==> src/rtl/lcd_tg_pkg.sv <==
package lcd_tg_pkg;
  localparam int unsigned AXES = 2;
  localparam int unsigned AX_H = 0;
  localparam int unsigned AX_V = 1;
  localparam int unsigned CH_W = 8;
  localparam int unsigned RGB_W = 3 * CH_W;
endpackage

==> src/rtl/lcd_tg_axis.sv <==
module lcd_tg_axis #(
  parameter int unsigned CW = 12
) (
  input  logic          clk_i,
  input  logic          rst_ni,
  input  logic          run_i,
  input  logic          step_i,
  input  logic [CW-1:0] sync_w_i,
  input  logic [CW-1:0] bp_acc_i,
  input  logic [CW-1:0] act_acc_i,
  input  logic [CW-1:0] total_i,
  output logic [CW-1:0] cnt_o,
  output logic          wrap_o,
  output logic          sync_o,
  output logic          act_o,
  output logic [CW-1:0] pos_o
);
  logic [CW-1:0] cnt_q;

  assign wrap_o = (cnt_q == total_i);

  always_ff @(posedge clk_i or negedge rst_ni) begin
    if (!rst_ni)      cnt_q <= '0;
    else if (!run_i)  cnt_q <= '0;
    else if (step_i)  cnt_q <= wrap_o ? '0 : cnt_q + 1'b1;
  end

  assign cnt_o  = cnt_q;
  assign sync_o = (cnt_q <= sync_w_i);
  assign act_o  = (cnt_q > bp_acc_i) && (cnt_q <= act_acc_i);
  assign pos_o  = cnt_q - bp_acc_i - 1'b1;
endmodule

==> src/rtl/lcd_tg_out.sv <==
module lcd_tg_out #(
  parameter int unsigned CW    = 12,
  parameter int unsigned RGB_W = 24
) (
  input  logic             en_i,
  input  logic             hs_raw_i,
  input  logic             vs_raw_i,
  input  logic             h_act_i,
  input  logic             v_act_i,
  input  logic [CW-1:0]    h_pos_i,
  input  logic [CW-1:0]    v_pos_i,
  input  logic             hs_pol_i,
  input  logic             vs_pol_i,
  input  logic             de_pol_i,
  input  logic [RGB_W-1:0] bg_rgb_i,
  input  logic             layer_hit_i,
  input  logic [RGB_W-1:0] layer_rgb_i,
  output logic             hsync_o,
  output logic             vsync_o,
  output logic             de_o,
  output logic             vblank_o,
  output logic [CW-1:0]    x_o,
  output logic [CW-1:0]    y_o,
  output logic [RGB_W-1:0] rgb_o
);
  logic hs_on, vs_on, de_on;

  assign hs_on = en_i & hs_raw_i;
  assign vs_on = en_i & vs_raw_i;
  assign de_on = en_i & h_act_i & v_act_i;

  // pin level = polarity when asserted, its inverse when idle
  assign hsync_o  = hs_on ? hs_pol_i : ~hs_pol_i;
  assign vsync_o  = vs_on ? vs_pol_i : ~vs_pol_i;
  assign de_o     = de_on ? de_pol_i : ~de_pol_i;
  assign vblank_o = en_i & ~v_act_i;

  always_comb begin
    x_o   = '0;
    y_o   = '0;
    rgb_o = '0;
    if (de_on) begin
      x_o   = h_pos_i;
      y_o   = v_pos_i;
      rgb_o = layer_hit_i ? layer_rgb_i : bg_rgb_i;
    end
  end
endmodule

==> src/rtl/lcd_timing_gen.sv <==
module lcd_timing_gen
  import lcd_tg_pkg::*;
#(
  parameter int unsigned CW = 12
) (
  input  logic             clk_i,
  input  logic             rst_ni,
  input  logic             en_i,
  input  logic [CW-1:0]    h_sync_w_i,
  input  logic [CW-1:0]    h_bp_acc_i,
  input  logic [CW-1:0]    h_act_acc_i,
  input  logic [CW-1:0]    h_total_i,
  input  logic [CW-1:0]    v_sync_w_i,
  input  logic [CW-1:0]    v_bp_acc_i,
  input  logic [CW-1:0]    v_act_acc_i,
  input  logic [CW-1:0]    v_total_i,
  input  logic             hs_pol_i,
  input  logic             vs_pol_i,
  input  logic             de_pol_i,
  input  logic             pclk_pol_i,
  input  logic [RGB_W-1:0] bg_rgb_i,
  input  logic             layer_hit_i,
  input  logic [RGB_W-1:0] layer_rgb_i,
  output logic             en_o,
  output logic             pclk_o,
  output logic             hsync_o,
  output logic             vsync_o,
  output logic             de_o,
  output logic             vblank_o,
  output logic [CW-1:0]    x_o,
  output logic [CW-1:0]    y_o,
  output logic [RGB_W-1:0] rgb_o
);
  logic          en_q;
  logic [CW-1:0] sync_w [AXES];
  logic [CW-1:0] bp_acc [AXES];
  logic [CW-1:0] act_acc[AXES];
  logic [CW-1:0] total  [AXES];
  logic [CW-1:0] cnt    [AXES];
  logic [CW-1:0] pos    [AXES];
  logic [AXES-1:0] step, wrap, sync_raw, act_raw;
  logic [CW-1:0] h_cnt, v_cnt;

  always_ff @(posedge clk_i or negedge rst_ni) begin
    if (!rst_ni) en_q <= 1'b0;
    else         en_q <= en_i;
  end
  assign en_o = en_q;

  assign sync_w[AX_H]  = h_sync_w_i;
  assign bp_acc[AX_H]  = h_bp_acc_i;
  assign act_acc[AX_H] = h_act_acc_i;
  assign total[AX_H]   = h_total_i;
  assign sync_w[AX_V]  = v_sync_w_i;
  assign bp_acc[AX_V]  = v_bp_acc_i;
  assign act_acc[AX_V] = v_act_acc_i;
  assign total[AX_V]   = v_total_i;

  // horizontal runs every clock, vertical on horizontal wrap
  assign step[AX_H] = 1'b1;
  assign step[AX_V] = wrap[AX_H];

  for (genvar gi = 0; gi < AXES; gi++) begin : g_axis
    lcd_tg_axis #(.CW(CW)) u_axis (
      .clk_i    (clk_i),
      .rst_ni   (rst_ni),
      .run_i    (en_q),
      .step_i   (step[gi]),
      .sync_w_i (sync_w[gi]),
      .bp_acc_i (bp_acc[gi]),
      .act_acc_i(act_acc[gi]),
      .total_i  (total[gi]),
      .cnt_o    (cnt[gi]),
      .wrap_o   (wrap[gi]),
      .sync_o   (sync_raw[gi]),
      .act_o    (act_raw[gi]),
      .pos_o    (pos[gi])
    );
  end

  assign h_cnt = cnt[AX_H];
  assign v_cnt = cnt[AX_V];

  lcd_tg_out #(.CW(CW), .RGB_W(RGB_W)) u_out (
    .en_i       (en_q),
    .hs_raw_i   (sync_raw[AX_H]),
    .vs_raw_i   (sync_raw[AX_V]),
    .h_act_i    (act_raw[AX_H]),
    .v_act_i    (act_raw[AX_V]),
    .h_pos_i    (pos[AX_H]),
    .v_pos_i    (pos[AX_V]),
    .hs_pol_i   (hs_pol_i),
    .vs_pol_i   (vs_pol_i),
    .de_pol_i   (de_pol_i),
    .bg_rgb_i   (bg_rgb_i),
    .layer_hit_i(layer_hit_i),
    .layer_rgb_i(layer_rgb_i),
    .hsync_o    (hsync_o),
    .vsync_o    (vsync_o),
    .de_o       (de_o),
    .vblank_o   (vblank_o),
    .x_o        (x_o),
    .y_o        (y_o),
    .rgb_o      (rgb_o)
  );

  assign pclk_o = pclk_pol_i ? clk_i : ~clk_i;
endmodule

==> config.mk <==
export PLATFORM = sky130hd
export DESIGN_NAME = lcd_timing_gen
export DESIGN_NICKNAME = d
export VERILOG_FILES = /design/src/rtl/lcd_tg_pkg.sv /design/src/rtl/lcd_tg_axis.sv /design/src/rtl/lcd_tg_out.sv /design/src/rtl/lcd_timing_gen.sv
export SDC_FILE = /design/constraint.sdc
export NUM_CORES = 1
export LEC_CHECK = 0
export ABC_AREA = 1
export CORE_ASPECT_RATIO = 0.7
export CORE_MARGIN = 3
export CORE_UTILIZATION = 61
export CTS_BUF_LIST = sky130_fd_sc_hd__clkbuf_8
export CTS_CLUSTER_SIZE = 40
export DETAILED_ROUTE_END_ITERATION = 7
export DONT_BUFFER_PORTS = 1
export GPL_ROUTABILITY_DRIVEN = 0
export HOLD_SLACK_MARGIN = 0.12
export PLACE_DENSITY = 0.77
export SLEW_MARGIN = 5
export SYNTH_ARGS = -nofsm -noshare
export SYNTH_HDL_FRONTEND = slang
export SYNTH_HIERARCHICAL = 1
export SYNTH_SLANG_ARGS = --single-unit
==> constraint.sdc <==
create_clock -name clk_i -period 7.8 [get_ports clk_i]
set_input_delay 1.56 -clock clk_i [delete_from_list [all_inputs] [get_ports clk_i]]
set_output_delay 1.56 -clock clk_i [all_outputs]
set_load 0.01 [all_outputs]
==> qor.csv <==
metric,value,unit
outcome,"complete, no violations",
p_leak,0.003087,µW
fin_tns_setup,0,ns
syn-instance-count,853,
layout.nets,1081,
peakVddDrop,0.1303,mV
power,401.0,µW
cpMaxStageDelayCell,clkbuf_8,
drv_slew,0,
p_int,271.9,µW
num_vias,5392,
antenna_found_initial,0,
area.growth.synth_to_final,3.377,%
ys_seq_area_frac,0.1215,
synth_top_cell_area_share,0.1846,
crit_chain,clkbuf_8 -> clkbuf_8 -> clkbuf_8 -> inv_1 -> nand2_1 -> nand2_1,
coreArea,8040,µm²
synth_flop_cell,dfrtp_1,
drive_gt1_frac,0.06118,
ioPinCount,206,
ctsResizeCount,0,
netlist_area,5150,µm²
comb_power_share,0.255,
cp-end-kind,primary output,
clock_skew,0.007576,ns
dieArea,9599,µm²
rows,27,
seq_power_share,0.338,
worst_pin_slew,0.9447,ns
synth_edf_count,0,
grt_max_degree,44,
power.share.switching,0.3219,
synth_area_leaders,"ha_1, nand2_1, inv_1, dfrtp_1, a21oi_1",
min_path_type,register to register,
drt-pass1-iter-count,5,
ys.warnings.count,6,
drc,0,
viasPerCell,5.670,
grt_first_pass_wirelength,23.52,mm
worstPathRequired,6.24,ns
io_buffers,0,
dp_hpwl,12.48,mm
die_width,115.8,µm
critPathArrivalTime,4.50,ns
ant_nets,0,
p_switching,129.1,µW
initial_core_util,0.6405,
wl_per_cell,15.51,µm
synth_common_cells,"nand2_1, inv_1, nor2_1",
hold_violations,0,
worstSkewPairLatency,0.38,ns
grt_pass1_vias,5046,
yosysUniqueCellTypes,33,
ys_ff_latch,25,
cp_max_fo,12,
setup_viol,0,
max_slew_margin,0.3695,
drtIter0Drc,366,
rsz0062_at_grt,no,
die_y,82.88,µm
start_kind,clock port,
cpMostUsedCell,clkbuf_8,
avgSynthCellArea,6.037,µm²
cts_hold_buf,0,
yosysTopAreaCell,ha_1,
grt_use_total,0.2970,
drt_wl_total,14.75,mm
maxCapViolations,0,
async_reset_ff_frac,1.000,
antenna_cells,0,
fillCellCount,761,
clockPowerShare,0.407,
power_density,75.32,nW/µm²
path_class,clock port to primary output,
max_stage_delay,0.16,ns
cts_setup_buffers,0,
clk_pin_slew,0.10,ns
overflow,0,
yosysMostFrequentCell,nand2_1,
cts_tree,built,
-- layout make-up --
type	count	area, µm²	share of cell area
clock buffer	6	82.58	0.01551
clock inverter	2	33.78	0.006345
inverter	181	679.4	0.1276
multi-input combinational	635	3769	0.7079
sequential	25	625.6	0.1175
tap	101	126.4	0.02374
timing repair buffer	1	7.507	0.001410
-- flip-flops by register name, indices dropped and copies added (netlist names) --
signal,flops
en_o,1
g_axis.u_axis/cnt_o,24
-- worst max-delay path, delay by kind of cell --
family	cells	cell delay (ns)
buffers and inverters	4	0.46
AND/OR/NAND/NOR	2	0.15
-- power groups by stage --
stage | clock network, µW | registers [µW] | logic [µW]
floorplan | 8.40 | 136 | 85.2
global placement | 8.40 | 138 | 96.0
detailed placement | 8.40 | 138 | 101
CTS | 166 | 135 | 101
global route | 172 | 136 | 118
finish | 163 | 136 | 102
-- logic make-up after synthesis --
| family | share of synthesized area |
|---|---|
| adders and majority gates | 0.1924 |
| xor gates and xnor gates | 0.06293 |
| and+or+nand+nor | 0.3394 |
| DFF | 0.1215 |
| other | 0.0007282 |
| buffers and inverters | 0.1475 |
| AOI/OAI and AO/OA | 0.1356 |
-- per-layer routing --
layer | vias to the layer above | part of all wire | GRT usage | wire [µm]
met1 | 2448 | 0.42 | 0.3789 | 6269
met4 | 0 | 0.022 | 0.08114 | 318
met2 | 248 | 0.47 | 0.5133 | 7002
met3 | 29 | 0.079 | 0.04953 | 1161
met5 | - | 0 | 0 | 0
li1 | 2667 | - | - | -
-- metrics by stage --
stage | setup WS, ns | instance area (µm²) | hold WS (ns) | instances | utilization
6_report | 1.736 | 5324 | 0.7292 | 951 | 0.6622
5_1_grt | 1.690 | 5324 | 0.7649 | 951 | 0.6622
4_1_cts | 1.726 | 5324 | 0.7190 | 951 | 0.6622
3_5_place_dp | 2.001 | 5211 | 0.7040 | 944 | 0.6481
3_3_place_gp | 2.144 | 5211 | 0.6894 | 944 | 0.6481
2_1_floorplan | 2.180 | 5154 | 0.5677 | 854 | -
-- layout by cell type, fill, tap and decap left out, drive strengths merged --
cell / instances
a21oi: 78
nor2: 95
o21bai: 4
nand4: 14
buf: 1
o21a: 4
fa: 2
nor3: 5
o21ai: 37
nand3: 46
ha: 76
a31oi: 4
bufinv: 1
nand2: 228
clkbuf: 6
conb: 2
dfrtp: 25
xnor2: 16
inv: 182
xor2: 21
nand3b: 3
-- path summary, 6_finish.rpt --
| kind | from | to | slack, ns | cells past startpoint |
|---|---|---|---|---|
| setup / recovery | clk_i | pclk_o | 1.74 | 6 |
| hold / removal | g_axis[1].u_axis/cnt_o[10] | g_axis[1].u_axis/cnt_o[10] | 0.73 | 2 |
| setup reg to reg | g_axis[0].u_axis/cnt_o[1] | g_axis[1].u_axis/cnt_o[4] | 5.49 | 12 |
| hold reg to reg | g_axis[1].u_axis/cnt_o[10] | g_axis[1].u_axis/cnt_o[10] | 0.73 | 2 |
| max in group asynchronous | rst_ni | g_axis[0].u_axis/cnt_o[3] | 6.86 | 0 |
| min in group asynchronous | rst_ni | g_axis[1].u_axis/cnt_o[9] | 0.86 | 0 |
(Power assumes the default switching activity.)
